File: config.mk
export PLATFORM = sky130hd
export DESIGN_NAME = dual_dac_wrif
export DESIGN_NICKNAME = d
export VERILOG_FILES = /design/src/rtl/dacw_pkg.sv /design/src/rtl/dacw_rst_sync.sv /design/src/rtl/dacw_sync.sv /design/src/rtl/dacw_window.sv /design/src/rtl/dacw_chreg.sv /design/src/rtl/dual_dac_wrif.sv
export SDC_FILE = /design/constraint.sdc
export NUM_CORES = 1
export LEC_CHECK = 0
export BUFFER_PORTS_ARGS = -buffer_cell sky130_fd_sc_hd__buf_2
export CORE_MARGIN = 2
export CORE_UTILIZATION = 53
export DETAILED_ROUTE_END_ITERATION = 7
export PLACE_DENSITY = 0.81
export RECOVER_POWER = 25
export SETUP_SLACK_MARGIN = 0.2
export SLEW_MARGIN = 20
export SYNTH_ARGS = -nofsm -noshare
export SYNTH_HDL_FRONTEND = slang
export SYNTH_SLANG_ARGS = --single-unit
File: constraint.sdc
create_clock -name clk -period 2.1 [get_ports clk]
set_input_delay 0.21 -clock clk [delete_from_list [all_inputs] [get_ports clk]]
set_output_delay 0.21 -clock clk [all_outputs]
set_load 0.02 [all_outputs]
File: src/rtl/dacw_pkg.sv
package dacw_pkg;

  // Rest-level flags for a channel: {negative full scale, zero volts}
  function automatic logic [1:0] floor_flags(input logic is_zero, input logic bip);
    return {is_zero & bip, is_zero & ~bip};
  endfunction

  // Does a captured select value address channel idx
  function automatic logic picks(input int unsigned sel, input int unsigned idx);
    return sel == idx;
  endfunction

endpackage

File: src/rtl/dacw_rst_sync.sv
module dacw_rst_sync (
  input  logic clk,
  input  logic rst_ni,
  output logic rst_no
);
  logic [1:0] stg;

  // Asserts at once, releases after two clock edges
  always_ff @(posedge clk or negedge rst_ni) begin
    if (!rst_ni) stg <= 2'b00;
    else         stg <= {stg[0], 1'b1};
  end

  assign rst_no = stg[1];
endmodule

File: src/rtl/dacw_sync.sv
module dacw_sync #(
  parameter int unsigned W       = 2,
  parameter bit          RST_ONE = 1'b1
) (
  input  logic         clk,
  input  logic         rst_ni,
  input  logic [W-1:0] d_i,
  output logic [W-1:0] q_o
);
  localparam logic [W-1:0] RST_VAL = {W{RST_ONE}};

  for (genvar b = 0; b < W; b++) begin : g_bit
    logic s1, s2;
    always_ff @(posedge clk or negedge rst_ni) begin
      if (!rst_ni) begin
        s1 <= RST_VAL[b];
        s2 <= RST_VAL[b];
      end else begin
        s1 <= d_i[b];
        s2 <= s1;
      end
    end
    assign q_o[b] = s2;
  end
endmodule

File: src/rtl/dacw_window.sv
module dacw_window #(
  parameter int unsigned DATA_W = 8,
  parameter int unsigned SEL_W  = 1
) (
  input  logic              clk,
  input  logic              rst_ni,
  input  logic              cs_s,
  input  logic              wr_s,
  input  logic [SEL_W-1:0]  sel_i,
  input  logic [DATA_W-1:0] din_i,
  output logic              win_o,
  output logic              load_o,
  output logic [SEL_W-1:0]  sel_q,
  output logic [DATA_W-1:0] dat_q
);
  logic both_now, both_q, opening;

  assign both_now = ~cs_s & ~wr_s;
  assign opening  = both_now & ~both_q;
  // Either strobe rising closes the window: one load, whichever rose
  assign load_o   = both_q & ~both_now;
  assign win_o    = both_now;

  always_ff @(posedge clk or negedge rst_ni) begin
    if (!rst_ni) begin
      both_q <= 1'b0;
      sel_q  <= '0;
      dat_q  <= '0;
    end else begin
      both_q <= both_now;
      if (opening) begin
        sel_q <= sel_i;
        dat_q <= din_i;
      end
    end
  end


  sel_latch_hold_chk: assert property (@(posedge clk) disable iff (!rst_ni)
    (both_now && both_q) |=> ($stable(sel_q) && $stable(dat_q)));


  load_once_chk: assert property (@(posedge clk) disable iff (!rst_ni)
    load_o |=> !load_o);
endmodule

File: src/rtl/dacw_chreg.sv
module dacw_chreg
  import dacw_pkg::*;
#(
  parameter int unsigned DATA_W = 8,
  parameter int unsigned SEL_W  = 1,
  parameter int unsigned IDX    = 0
) (
  input  logic              clk,
  input  logic              rst_ni,
  input  logic              load_i,
  input  logic [SEL_W-1:0]  sel_i,
  input  logic [DATA_W-1:0] dat_i,
  input  logic              fresh_i,
  input  logic              win_i,
  output logic              hit_o,
  output logic [DATA_W-1:0] code_o,
  output logic              upd_o
);
  assign hit_o = load_i & picks(32'(sel_i), IDX);

  always_ff @(posedge clk or negedge rst_ni) begin
    if (!rst_ni) begin
      code_o <= '0;
      upd_o  <= 1'b0;
    end else begin
      upd_o <= hit_o | fresh_i;
      if (hit_o) code_o <= dat_i;
    end
  end


  no_transparency_chk: assert property (@(posedge clk) disable iff (!rst_ni)
    win_i |=> $stable(code_o));


  code_change_flag_chk: assert property (@(posedge clk) disable iff (!rst_ni)
    (code_o != $past(code_o)) |-> upd_o);


  upd_single_chk: assert property (@(posedge clk) disable iff (!rst_ni)
    upd_o |=> !upd_o);
endmodule

File: src/rtl/dual_dac_wrif.sv
module dual_dac_wrif
  import dacw_pkg::*;
#(
  parameter int unsigned DATA_W = 8
) (
  input  logic              clk,
  input  logic              rst_n,
  input  logic              cs_n,
  input  logic              wr_n,
  input  logic              ch_sel,
  input  logic [DATA_W-1:0] din,
  input  logic              bipolar,
  output logic [DATA_W-1:0] code_a,
  output logic [DATA_W-1:0] code_b,
  output logic              update_a,
  output logic              update_b,
  output logic [1:0]        at_zero_v,
  output logic [1:0]        at_neg_fs
);
  localparam int unsigned NCH   = 2;
  localparam int unsigned SEL_W = $clog2(NCH);

  logic              rst_s_n;
  logic [1:0]        strb_s;
  logic              win, load;
  logic [SEL_W-1:0]  sel_cap;
  logic [DATA_W-1:0] dat_cap;
  logic              fresh;
  logic [NCH-1:0]    hit, upd;
  logic [DATA_W-1:0] code [NCH];

  dacw_rst_sync u_rst (.clk(clk), .rst_ni(rst_n), .rst_no(rst_s_n));

  dacw_sync #(.W(2), .RST_ONE(1'b1)) u_strb (
    .clk(clk), .rst_ni(rst_s_n), .d_i({cs_n, wr_n}), .q_o(strb_s)
  );

  dacw_window #(.DATA_W(DATA_W), .SEL_W(SEL_W)) u_win (
    .clk(clk), .rst_ni(rst_s_n), .cs_s(strb_s[1]), .wr_s(strb_s[0]),
    .sel_i(ch_sel), .din_i(din), .win_o(win), .load_o(load),
    .sel_q(sel_cap), .dat_q(dat_cap)
  );

  // High for the first cycle out of reset; drives the reset-end pulses
  always_ff @(posedge clk or negedge rst_s_n) begin
    if (!rst_s_n) fresh <= 1'b1;
    else          fresh <= 1'b0;
  end

  for (genvar g = 0; g < NCH; g++) begin : g_ch
    dacw_chreg #(.DATA_W(DATA_W), .SEL_W(SEL_W), .IDX(g)) u_reg (
      .clk(clk), .rst_ni(rst_s_n), .load_i(load), .sel_i(sel_cap),
      .dat_i(dat_cap), .fresh_i(fresh), .win_i(win),
      .hit_o(hit[g]), .code_o(code[g]), .upd_o(upd[g])
    );
    assign {at_neg_fs[g], at_zero_v[g]} = floor_flags(code[g] == '0, bipolar);
  end

  assign code_a   = code[0];
  assign code_b   = code[1];
  assign update_a = upd[0];
  assign update_b = upd[1];


  one_target_chk: assert property (@(posedge clk) disable iff (!rst_s_n)
    $onehot0(hit));


  fresh_both_chk: assert property (@(posedge clk) disable iff (!rst_s_n)
    fresh |=> (update_a && update_b));
endmodule

==> metrics.txt, run 1 <==
# TYPE chip_impl_metric gauge
chip_impl_metric{name="htree_levels",unit=""} 2
chip_impl_info{name="worst_setup_path_endpoint",value="at_neg_fs[1]"} 1
chip_impl_metric{name="max_stage_delay",unit="ps"} 400
chip_impl_info{name="crit_path_cell_trace",value="nor4_1 -> nand2_1 -> nor2_1 -> buf_2"} 1
chip_impl_metric{name="dr_total_vias",unit=""} 779
chip_impl_metric{name="die_height",unit="um"} 53.1
chip_impl_info{name="synthTopCellsByArea",value="dfrtp_1 59%, mux2_2 22%, dfstp_2 10%, nor4_1 2.0%, nor2_1 1.5%"} 1
chip_impl_metric{name="path_buf_inv",unit=""} 1
chip_impl_metric{name="finalWeightedCongestion",unit=""} 0.709
chip_impl_info{name="min_path_type",value="flop to async pin"} 1
chip_impl_metric{name="post_route_cells_drive_above_1_share",unit="%"} 60.6
chip_impl_metric{name="grt_pass1_wl",unit="um"} 3870
chip_impl_metric{name="post-route-min-period",unit="ps"} 1690
chip_impl_metric{name="yosys_warnings",unit=""} 0
chip_impl_metric{name="ys_types",unit=""} 13
chip_impl_metric{name="hold-worst-slack",unit="ps"} 85.3
chip_impl_metric{name="initial_core_util",unit="%"} 56.8
chip_impl_metric{name="die-area",unit="mm2"} 0.00282
chip_impl_metric{name="cts_post_setup_buffers_inserted",unit=""} 0
chip_impl_metric{name="dieWidth",unit="um"} 53.1
chip_impl_info{name="critPathLaunchType",value="flop"} 1
chip_impl_metric{name="synth.yosys.seq_area_share",unit="%"} 68.9
chip_impl_info{name="tritoncts",value="done"} 1
chip_impl_metric{name="clk-insertion-delay-late",unit="ps"} 330
chip_impl_metric{name="finalCoreUtilization",unit="%"} 71.1
chip_impl_metric{name="leakagePower",unit="nW"} 0.757
chip_impl_metric{name="drv.max_cap_violation_count",unit=""} 0
chip_impl_metric{name="total_power_consumption",unit="mW"} 1.97
chip_impl_info{name="startpoint",value="g_ch[1].u_reg.code_o[2]$_DFFE_PN0P_"} 1
chip_impl_metric{name="antenna_found_initial",unit=""} 0
chip_impl_metric{name="first_global_vias",unit=""} 812
chip_impl_metric{name="detail_route.wl_per_cell",unit="um"} 15.0
chip_impl_info{name="run_status",value="completed"} 1
chip_impl_metric{name="final.setup_skew",unit="ps"} 7.46
chip_impl_metric{name="synth_nets",unit=""} 93
chip_impl_metric{name="period_share",unit="%"} 80.6
chip_impl_metric{name="area_growth_syn_to_layout",unit="%"} 25.2
chip_impl_metric{name="syn-instance-count",unit=""} 79
chip_impl_info{name="regToRegStartpoint",value="u_strb.g_bit[0].s2$_DFF_PN1_"} 1
chip_impl_info{name="grt_setup_unrepaired",value="false"} 1
chip_impl_metric{name="cp_data_arrival_time",unit="ps"} 1480
chip_impl_metric{name="drt-vias-per-instance",unit=""} 5.03
chip_impl_info{name="root_buffer",value="clkbuf_4"} 1
chip_impl_metric{name="max-clock-path-buffers",unit=""} 2
chip_impl_metric{name="grt_use_total",unit="%"} 21.2
chip_impl_metric{name="detailedRoute.firstPassIterationCount",unit=""} 4
chip_impl_metric{name="sum_of_routed_wire_length_over_all_layers",unit="um"} 2320
chip_impl_metric{name="clock_sinks",unit=""} 35
chip_impl_metric{name="cts_buffers",unit=""} 5
chip_impl_metric{name="hold_violations",unit=""} 0
chip_impl_info{name="path_class",value="flop to output pin"} 1
chip_impl_metric{name="std_cell_rows",unit=""} 17
chip_impl_metric{name="netlist_area_before_placement",unit="mm2"} 0.00128
chip_impl_metric{name="dp_wirelength",unit="um"} 1700
chip_impl_metric{name="synth_largest_type_area_fraction",unit="%"} 58.7
chip_impl_info{name="cpLargestDelayFamily",value="simple AND/OR/NAND/NOR gates"} 1
chip_impl_metric{name="grt.overflow.total",unit=""} 0
chip_impl_metric{name="setup_viol",unit=""} 0
chip_impl_metric{name="crit_fanout",unit=""} 3
chip_impl_metric{name="cp_num_cells",unit=""} 4
chip_impl_info{name="critical_path.endpoint_type",value="output pin"} 1
chip_impl_metric{name="placement.io_buffers",unit=""} 35
chip_impl_metric{name="slew_viol_final",unit=""} 0
chip_impl_metric{name="peak_supply_drop",unit="mV"} 0.794
chip_impl_metric{name="largest_net_degree_at_the_start_of_global_routing",unit=""} 29
chip_impl_metric{name="timing.slew.headroom",unit="%"} 64.1
chip_impl_metric{name="num_antenna_cells",unit=""} 0
chip_impl_metric{name="core_area",unit="mm2"} 0.00225
chip_impl_metric{name="detailedRoute.firstIterationViolations",unit=""} 7
chip_impl_info{name="biggest_area_consumer_among_synthesized_cells",value="dfrtp_1"} 1
chip_impl_metric{name="critPathRequiredTime",unit="ps"} 1890
chip_impl_metric{name="pin_count",unit=""} 36
chip_impl_metric{name="tns",unit="ps"} 0
chip_impl_metric{name="p_per_area",unit="mW/mm2"} 1230
chip_impl_metric{name="ff2ff_setup_slack",unit="ps"} 530
chip_impl_metric{name="detail-route-antenna-nets",unit=""} 0
chip_impl_info{name="critical_path.slowest_cell",value="dfrtp_1"} 1
chip_impl_metric{name="layout.nets",unit=""} 140
chip_impl_metric{name="worst_pin_slew",unit="ps"} 537
chip_impl_metric{name="drc",unit=""} 0
chip_impl_metric{name="postSynthAreaPerCell",unit="um2"} 16.2
chip_impl_metric{name="yosys_register_bits",unit=""} 35
chip_impl_info{name="r2r_end",value="g_ch[0].u_reg.code_o[2]$_DFFE_PN0P_"} 1
chip_impl_metric{name="cts.reportedPaths.clkPinSlew",unit="ps"} 90
chip_impl_metric{name="worst-r2r-cell-count",unit=""} 3
chip_impl_metric{name="fmax",unit="MHz"} 591
## where the power goes
group	switching (mW)	leakage, nW	total, mW	internal [mW]
clock	0.204	0.0386	0.401	0.197
sequential	0.139	0.409	0.996	0.858
combinational	0.316	0.309	0.571	0.254
total	0.659	0.757	1.97	1.31
## area by class of cell
type	count	area, um2
multi-input combinational	43	394
timing repair buffer	40	219
clock buffer	8	68.8
tap	28	35.0
inverter	1	3.75
fill	165	652
sequential	35	882
## layout by cell type (no fill, tap or decap), drive strengths merged
cell          n
buf          36
clkbuf        9
conb          2
dfrtp        30
dfstp         5
dlygate4sd3   3
inv           1
mux2         25
nand2         2
nand2b        1
nor2          5
nor3          1
nor3b         1
nor4          4
o211ai        1
or2           1
## worst register-to-register path: stages, from the launching register on
cell,delay [ps]
dfstp_2,570
nor2_1,90
nor3b_4,420
mux2_2,390
## synthesized netlist by cell type
library cell  number
conb_1             2
nand2b_1           1
inv_1              1
nor3b_4            1
nor2_1             5
mux2_2            25
or2_2              1
o211ai_2           1
nand2_1            2
dfrtp_1           30
nor4_1             4
nor3_2             1
dfstp_2            5
## layer usage
| metal | up-vias | GRT usage [%] | part of all wire (%) |
|---|---|---|---|
| li1 | 371 | - | - |
| met1 | 370 | 25.3 | 44 |
| met2 | 34 | 32.1 | 47 |
| met3 | 4 | 9.89 | 7.9 |
| met4 | 0 | 10.3 | 1.9 |
| met5 | - | 0 | 0 |
## kinds of logic after synthesis
kind of cell	after synthesis	synth area share, %
flip-flops	35	68.9
multiplexers	25	22.0
AND/OR/NAND/NOR	15	7.23
other	2	0.587
AO/OA/AOI/OAI	1	0.977
buffers and inverters	1	0.293
## per-stage QoR
step / instances / setup WS, ps / instance area, um2
2_1_floorplan: 79 / 666 / 1280
3_3_place_gp: 144 / 580 / 1510
3_5_place_dp: 144 / 534 / 1510
4_1_cts: 155 / 399 / 1600
5_1_grt: 155 / 237 / 1600
6_report: 155 / 408 / 1600
## worst min path at each step
stage | startpoint | endpoint | slack (ps) | depth (start not counted)
floorplan | rst_n | u_rst.stg[0]$_DFF_PN0_ | -90 | 0
global placement | rst_n | u_rst.stg[0]$_DFF_PN0_ | -5 | 1
detailed placement | rst_n | u_rst.stg[0]$_DFF_PN0_ | -1 | 1
CTS | u_rst.stg[1]$_DFF_PN0_ | u_win.sel_q$_DFFE_PN0P_ | 90 | 0
global route | din[1] | u_win.dat_q[1]$_DFFE_PN0P_ | 70 | 2
finish | u_rst.stg[1]$_DFF_PN0_ | u_win.sel_q$_DFFE_PN0P_ | 90 | 0
## state kept, by name, indices dropped and copies added, names as in the netlist
name / flops
g_ch.u_reg.code_o: 16
fresh: 1
u_win.dat_q: 8
u_strb.g_bit.s2: 2
u_strb.g_bit.s1: 2
u_rst.stg: 2
u_win.sel_q: 1
g_ch.u_reg.upd_o: 2
u_win.both_q: 1
## repair_timing
action,in CTS,in global routing
hold endpoints to repair,4,0
hold buffers,3,0
resized for setup,0,0
No activity file was read; power rests on OpenSTA's default activity.
==> run 2: changes to the inputs <==
--- a/config.mk
+++ b/config.mk
@@ -7,9 +7,9 @@
 export LEC_CHECK = 0
 export BUFFER_PORTS_ARGS = -buffer_cell sky130_fd_sc_hd__buf_2
 export CORE_MARGIN = 2
-export CORE_UTILIZATION = 53
+export CORE_UTILIZATION = 45
 export DETAILED_ROUTE_END_ITERATION = 7
-export PLACE_DENSITY = 0.81
+export PLACE_DENSITY = 0.73
 export RECOVER_POWER = 25
 export SETUP_SLACK_MARGIN = 0.2
 export SLEW_MARGIN = 20
==> constraint.sdc (replaced) <==
create_clock -name clk -period 1.5 [get_ports clk]
set_input_delay 0.15 -clock clk [delete_from_list [all_inputs] [get_ports clk]]
set_output_delay 0.15 -clock clk [all_outputs]
set_load 0.02 [all_outputs]
==> run 2 against run 1 <==
Against the previous run:
- the run now ends with negative setup slack left
- power is 58% higher
- clock power is 43% higher
- cell count is 9.7% higher
- first-iteration DRC count grew to 2.7 times the previous value
- sequential share of layout area is 8.7 points lower
- setup slack worse by 480 ps
- critical path depth stayed put
- critical path type unchanged
==> metrics.txt, run 2 (synthesis results as in run 1) <==
# TYPE chip_impl_metric gauge
chip_impl_metric{name="detail_route.wl_per_cell",unit="um"} 16.4
chip_impl_metric{name="htree_levels",unit=""} 2
chip_impl_metric{name="ff2ff_setup_slack",unit="ps"} 60
chip_impl_info{name="violated_checks",value="negative setup slack"} 1
chip_impl_metric{name="cts_buffers",unit=""} 5
chip_impl_metric{name="dieWidth",unit="um"} 57.3
chip_impl_metric{name="worst-r2r-cell-count",unit=""} 4
chip_impl_metric{name="detailedRoute.firstIterationViolations",unit=""} 19
chip_impl_metric{name="total_power_consumption",unit="mW"} 3.12
chip_impl_info{name="layout_common_cells",value="30 x buf_2, 28 x dfrtp_1, 25 x mux2_4"} 1
chip_impl_metric{name="setup_viol",unit=""} 4
chip_impl_metric{name="pin_count",unit=""} 36
chip_impl_info{name="root_buffer",value="clkbuf_4"} 1
chip_impl_metric{name="detail-route-antenna-nets",unit=""} 0
chip_impl_metric{name="crit_fanout",unit=""} 3
chip_impl_metric{name="cp_data_arrival_time",unit="ps"} 1420
chip_impl_metric{name="dr_total_vias",unit=""} 853
chip_impl_metric{name="power.switching_fraction",unit="%"} 33.8
chip_impl_metric{name="clk-insertion-delay-late",unit="ps"} 340
chip_impl_metric{name="slew_viol_final",unit=""} 0
chip_impl_metric{name="p_sw",unit="mW"} 1.05
chip_impl_metric{name="fillerInstances",unit=""} 195
chip_impl_metric{name="std_cell_rows",unit=""} 19
chip_impl_info{name="critical_path.endpoint_type",value="output pin"} 1
chip_impl_metric{name="detailedRoute.firstPassIterationCount",unit=""} 4
chip_impl_metric{name="peak_supply_drop",unit="mV"} 1.27
chip_impl_metric{name="layout.nets",unit=""} 152
chip_impl_metric{name="grt.overflow.total",unit=""} 0
chip_impl_metric{name="finalWeightedCongestion",unit=""} 0.717
chip_impl_metric{name="p_per_area",unit="mW/mm2"} 1630
chip_impl_metric{name="hold_violations",unit=""} 0
chip_impl_metric{name="dp_wirelength",unit="um"} 1650
chip_impl_metric{name="fmax",unit="MHz"} 636
chip_impl_metric{name="max-clock-path-buffers",unit=""} 2
chip_impl_metric{name="pre_cts_slack",unit="ps"} 43.3
chip_impl_info{name="run_status",value="finished with violations"} 1
chip_impl_metric{name="finalCoreUtilization",unit="%"} 69.8
chip_impl_info{name="path_class",value="flop to output pin"} 1
chip_impl_metric{name="period_share",unit="%"} 105
chip_impl_metric{name="sum_of_routed_wire_length_over_all_layers",unit="um"} 2790
chip_impl_metric{name="leakagePower",unit="nW"} 0.936
chip_impl_metric{name="first_global_vias",unit=""} 928
chip_impl_metric{name="final.setup_skew",unit="ps"} 7.52
chip_impl_metric{name="timing.slew.headroom",unit="%"} 57.3
chip_impl_metric{name="largest_net_degree_at_the_start_of_global_routing",unit=""} 20
chip_impl_info{name="largest_register",value="g_ch.u_reg.code_o"} 1
chip_impl_metric{name="hold-worst-slack",unit="ps"} 32.4
chip_impl_metric{name="drv.max_cap_violation_count",unit=""} 0
chip_impl_metric{name="critPathRequiredTime",unit="ps"} 1350
chip_impl_metric{name="die_height",unit="um"} 57.3
chip_impl_metric{name="register_area",unit="um2"} 885
chip_impl_metric{name="share_seq_of_total_power",unit="%"} 46.8
chip_impl_metric{name="hold_path_depth",unit=""} 2
chip_impl_metric{name="area_growth_syn_to_layout",unit="%"} 49.1
chip_impl_metric{name="core_area",unit="mm2"} 0.00273
chip_impl_info{name="tritoncts",value="done"} 1
chip_impl_metric{name="clock_sinks",unit=""} 35
chip_impl_metric{name="share_clk_of_total_power",unit="%"} 18.3
chip_impl_info{name="grt_setup_unrepaired",value="true"} 1
chip_impl_metric{name="grt_pass1_wl",unit="um"} 4780
chip_impl_metric{name="post_route_cells_drive_above_1_share",unit="%"} 67.6
chip_impl_metric{name="cts.reportedPaths.clkPinSlew",unit="ps"} 110
chip_impl_metric{name="grt_use_total",unit="%"} 20.4
chip_impl_metric{name="placement.io_buffers",unit=""} 35
chip_impl_info{name="min_path_type",value="primary input to flop"} 1
chip_impl_metric{name="multiInputGateArea",unit="um2"} 541
chip_impl_metric{name="power.combinational.fraction",unit="%"} 34.8
chip_impl_metric{name="die-area",unit="mm2"} 0.00329
chip_impl_info{name="layout_commonest_cell",value="buf_2"} 1
chip_impl_info{name="critPathLaunchType",value="flop"} 1
chip_impl_metric{name="drt-vias-per-instance",unit=""} 5.02
chip_impl_metric{name="post-route-min-period",unit="ps"} 1570
chip_impl_metric{name="initial_core_util",unit="%"} 46.8
chip_impl_info{name="timing.hold.worst_endpoint",value="u_win.dat_q[0]$_DFFE_PN0P_"} 1
chip_impl_metric{name="antenna_found_initial",unit=""} 0
chip_impl_info{name="top_regs",value="g_ch.u_reg.code_o: 16 flops, u_win.dat_q: 8 flops"} 1
chip_impl_info{name="r2r_end",value="g_ch[0].u_reg.code_o[5]$_DFFE_PN0P_"} 1
chip_impl_metric{name="final.setup.worst_slack",unit="ps"} -73.4
chip_impl_metric{name="worst_pin_slew",unit="ps"} 640
chip_impl_metric{name="largest_register_ffs",unit=""} 16
chip_impl_metric{name="drc",unit=""} 0
chip_impl_info{name="regToRegStartpoint",value="u_strb.g_bit[1].s2$_DFF_PN1_"} 1
chip_impl_metric{name="power_report.internal_total",unit="mW"} 2.06
chip_impl_info{name="min-delay-start",value="din[0]"} 1
chip_impl_metric{name="num_antenna_cells",unit=""} 0
## run 2: cell count changes in the layout (fill, tap and decap cells not counted), sizes merged
cell / delta
clkbuf: +2
buf: +10
## run 2: per-layer routing
layer	wire length (um)	GRT usage, %	vias to the layer above
met5	0	0	-
met4	44	10.3	0
met3	128	6.80	4
met2	1410	32.2	27
met1	1200	25.3	428
li1	-	-	394
## run 2: how the worst max path moves through the flow
stage | start | endpoint
final | g_ch[1].u_reg.code_o[3]$_DFFE_PN0P_ | at_zero_v[1]
after detailed placement | u_strb.g_bit[0].s2$_DFF_PN1_ | g_ch[0].u_reg.code_o[0]$_DFFE_PN0P_
after CTS | g_ch[1].u_reg.code_o[3]$_DFFE_PN0P_ | at_zero_v[1]
after global placement | u_strb.g_bit[0].s2$_DFF_PN1_ | g_ch[0].u_reg.code_o[2]$_DFFE_PN0P_
after floorplan | u_strb.g_bit[0].s2$_DFF_PN1_ | g_ch[0].u_reg.code_o[0]$_DFFE_PN0P_
after global routing | g_ch[1].u_reg.code_o[2]$_DFFE_PN0P_ | at_zero_v[1]
## run 2: final cells by class
cell class,count,area share [%]
sequential,35,46.4
multi-input combinational,43,28.3
timing repair buffer,52,19.5
clock buffer,8,3.61
tap,31,2.03
inverter,1,0.197
## run 2: repair_timing
item                                    CTS  global route
hold endpoints to repair                  4             0
resized for setup                        42             8
endpoints found under the setup margin   20            30
hold buffers                              3             0
pin swaps                                 5             2
setup buffers                             5             2
gates cloned                              2             0
## run 2: stage by stage
stage	instances	TNS (ps)	area, um2
after floorplan	79	0	1280
after global placement	150	0	1530
after detailed placement	150	0	1530
after CTS	168	-285	1880
after global routing	170	-670	1910
final	170	-208	1910
## run 2: critical path: stages, from the launching register on
cell and delay [ps]:
dfrtp_1 420, nor4_2 310, nand2_1 110, nor2_1 110
buf_4 150
## run 2: power groups by stage
stage	clock network, mW	registers (mW)	logic [mW]
3_3_place_gp	0	1.40	0.790
6_report	0.572	1.46	1.08
5_1_grt	0.646	1.50	1.15
3_5_place_dp	0	1.42	0.801
4_1_cts	0.585	1.44	1.02
2_1_floorplan	0	1.63	0.263
==> run 3: changes to the inputs <==
--- a/config.mk
+++ b/config.mk
@@ -7,11 +7,11 @@
 export LEC_CHECK = 0
 export BUFFER_PORTS_ARGS = -buffer_cell sky130_fd_sc_hd__buf_2
 export CORE_MARGIN = 2
-export CORE_UTILIZATION = 45
+export CORE_UTILIZATION = 50
+export CTS_BUF_LIST = sky130_fd_sc_hd__clkbuf_16
 export DETAILED_ROUTE_END_ITERATION = 7
-export PLACE_DENSITY = 0.73
+export PLACE_DENSITY = 0.77
 export RECOVER_POWER = 25
-export SETUP_SLACK_MARGIN = 0.2
 export SLEW_MARGIN = 20
 export SYNTH_ARGS = -nofsm -noshare
 export SYNTH_HDL_FRONTEND = slang
==> constraint.sdc (replaced) <==
create_clock -name clk -period 1.8 [get_ports clk]
set_input_delay 0.18 -clock clk [delete_from_list [all_inputs] [get_ports clk]]
set_output_delay 0.18 -clock clk [all_outputs]
set_load 0.02 [all_outputs]
==> run 3 against run 2 <==
Against the previous run:
- combinational power fell by 38%
- non-clock buffer count shrank 11
- die area down 9.3%
- core utilization fell by 0.32 points
- first-iteration DRC count decreased by 68%
- highest routed layer unchanged
- sequential share of layout area is 5.4 points higher
- clock skew shrank 1.6 ps
- power is 11% lower
- the flow now finishes without violations
- hold slack improved by 100 ps
==> metrics.txt, run 3 (synthesis results as in run 1) <==
# TYPE chip_impl_metric gauge
chip_impl_metric{name="dr_total_vias",unit=""} 811
chip_impl_metric{name="cts_buffers",unit=""} 5
chip_impl_metric{name="num_antenna_cells",unit=""} 0
chip_impl_info{name="regToRegStartpoint",value="u_strb.g_bit[0].s2$_DFF_PN1_"} 1
chip_impl_metric{name="hold-worst-slack",unit="ps"} 136
chip_impl_metric{name="antenna_found_initial",unit=""} 0
chip_impl_metric{name="initial_core_util",unit="%"} 52.1
chip_impl_info{name="worst_setup_path_endpoint",value="at_zero_v[0]"} 1
chip_impl_metric{name="final.setup_skew",unit="ps"} 5.96
chip_impl_metric{name="cp_data_arrival_time",unit="ps"} 1390
chip_impl_info{name="path_class",value="flop to output pin"} 1
chip_impl_metric{name="clk-insertion-delay-late",unit="ps"} 280
chip_impl_metric{name="core_area",unit="mm2"} 0.00245
chip_impl_metric{name="htree_levels",unit=""} 2
chip_impl_metric{name="clock_sinks",unit=""} 35
chip_impl_info{name="tritoncts",value="done"} 1
chip_impl_metric{name="dp_wirelength",unit="um"} 1670
chip_impl_metric{name="post_route_cells_drive_above_1_share",unit="%"} 60.9
chip_impl_metric{name="crit_fanout",unit=""} 3
chip_impl_metric{name="layout.nets",unit=""} 141
chip_impl_metric{name="largest_net_degree_at_the_start_of_global_routing",unit=""} 34
chip_impl_info{name="critPathLaunchType",value="flop"} 1
chip_impl_metric{name="dieWidth",unit="um"} 54.6
chip_impl_metric{name="first_global_vias",unit=""} 822
chip_impl_metric{name="detailedRoute.firstIterationViolations",unit=""} 6
chip_impl_metric{name="leakagePower",unit="nW"} 0.804
chip_impl_info{name="root_buffer",value="clkbuf_16"} 1
chip_impl_metric{name="peak_supply_drop",unit="mV"} 1.31
chip_impl_metric{name="grt_pass1_wl",unit="um"} 3590
chip_impl_metric{name="detailedRoute.firstPassIterationCount",unit=""} 4
chip_impl_metric{name="die-area",unit="mm2"} 0.00298
chip_impl_metric{name="grt.overflow.total",unit=""} 0
chip_impl_metric{name="worst_pin_slew",unit="ps"} 804
chip_impl_metric{name="drt-vias-per-instance",unit=""} 5.13
chip_impl_info{name="run_status",value="completed"} 1
chip_impl_metric{name="hold_violations",unit=""} 0
chip_impl_metric{name="detail_route.wl_per_cell",unit="um"} 14.7
chip_impl_metric{name="cts_post_setup_buffers_inserted",unit=""} 0
chip_impl_metric{name="drc",unit=""} 0
chip_impl_metric{name="sum_of_routed_wire_length_over_all_layers",unit="um"} 2320
chip_impl_metric{name="critPathRequiredTime",unit="ps"} 1620
chip_impl_info{name="r2r_end",value="g_ch[0].u_reg.code_o[6]$_DFFE_PN0P_"} 1
chip_impl_metric{name="tns",unit="ps"} 0
chip_impl_metric{name="period_share",unit="%"} 87.4
chip_impl_metric{name="timing.slew.headroom",unit="%"} 46.4
chip_impl_metric{name="cts.reportedPaths.clkPinSlew",unit="ps"} 50
chip_impl_metric{name="drv.max_cap_violation_count",unit=""} 0
chip_impl_metric{name="post-route-min-period",unit="ps"} 1570
chip_impl_metric{name="ctsHoldBuffers",unit=""} 3
chip_impl_metric{name="placement.io_buffers",unit=""} 35
chip_impl_metric{name="pin_count",unit=""} 36
chip_impl_metric{name="fmax",unit="MHz"} 636
chip_impl_metric{name="worst-r2r-cell-count",unit=""} 3
chip_impl_metric{name="largest_register_ffs",unit=""} 16
chip_impl_info{name="layout_commonest_cell",value="buf_2"} 1
chip_impl_metric{name="setup_viol",unit=""} 0
chip_impl_metric{name="area_growth_syn_to_layout",unit="%"} 33.2
chip_impl_metric{name="slew_viol_final",unit=""} 0
chip_impl_metric{name="final.setup.worst_slack",unit="ps"} 227
chip_impl_metric{name="grt_use_total",unit="%"} 18.4
chip_impl_metric{name="pre_cts_slack",unit="ps"} 247
chip_impl_metric{name="die_height",unit="um"} 54.6
chip_impl_metric{name="ff2ff_setup_slack",unit="ps"} 260
chip_impl_info{name="critical_path.endpoint_type",value="output pin"} 1
chip_impl_metric{name="cts.repair.resized",unit=""} 0
chip_impl_metric{name="finalWeightedCongestion",unit=""} 0.717
chip_impl_info{name="top_regs",value="g_ch.u_reg.code_o: 16 flops, u_win.dat_q: 8 flops"} 1
chip_impl_info{name="grt_setup_unrepaired",value="false"} 1
chip_impl_info{name="min_path_type",value="primary input to flop"} 1
chip_impl_metric{name="detail-route-antenna-nets",unit=""} 0
chip_impl_metric{name="std_cell_rows",unit=""} 18
chip_impl_metric{name="p_per_area",unit="mW/mm2"} 1630
chip_impl_info{name="layout_common_cells",value="34 x buf_2, 30 x dfrtp_1, 25 x mux2_2"} 1
chip_impl_info{name="startpoint",value="g_ch[0].u_reg.code_o[5]$_DFFE_PN0P_"} 1
chip_impl_metric{name="max-clock-path-buffers",unit=""} 2
chip_impl_info{name="largest_register",value="g_ch.u_reg.code_o"} 1
run 3: layer usage:
layer / wire length, um / up-vias / global-route usage [%]
li1: - / 372 / -
met5: 0 / - / 0
met4: 68 / 0 / 15.0
met2: 1180 / 29 / 28.8
met3: 129 / 6 / 4.92
met1: 944 / 404 / 21.1
run 3: where the power goes:
group / internal [mW] / leakage, nW / switching, mW
registers: 1.00 / 0.409 / 0.162
logic: 0.297 / 0.314 / 0.369
clock network: 0.644 / 0.0812 / 0.297
total: 1.95 / 0.804 / 0.827
run 3: worst max-delay path, stage by stage (launching register included):
cell and delay, ps:
dfrtp_1 400, nor4_1 310, nand2_1 120, nor2_1 110, buf_2 180
run 3: through the flow:
step | power, mW | std cells | utilization (%) | instance area, um2
floorplan | 1.58 | 79 | - | 1280
global placement | 1.82 | 147 | 61.7 | 1520
detailed placement | 1.85 | 147 | 61.7 | 1520
CTS | 2.80 | 158 | 69.6 | 1710
global route | 2.91 | 158 | 69.5 | 1710
finish | 2.77 | 158 | 69.5 | 1710
run 3: worst min path at each step:
stage | to | startpoint | depth (start not counted)
2_1_floorplan | u_rst.stg[0]$_DFF_PN0_ | rst_n | 0
3_3_place_gp | u_rst.stg[0]$_DFF_PN0_ | rst_n | 1
3_5_place_dp | u_rst.stg[0]$_DFF_PN0_ | rst_n | 1
4_1_cts | u_win.dat_q[3]$_DFFE_PN0P_ | din[3] | 2
5_1_grt | u_win.dat_q[3]$_DFFE_PN0P_ | din[3] | 2
6_report | u_win.dat_q[3]$_DFFE_PN0P_ | din[3] | 2
run 3: area by class of cell:
class	instances	area (um2)
Multi-Input combinational cell	43	394
Tap cell	30	37.5
Fill cell	191	749
Sequential cell	35	882
Inverter	1	3.75
Timing Repair Buffer	41	224
Clock inverter	3	38.8
Clock buffer	5	125
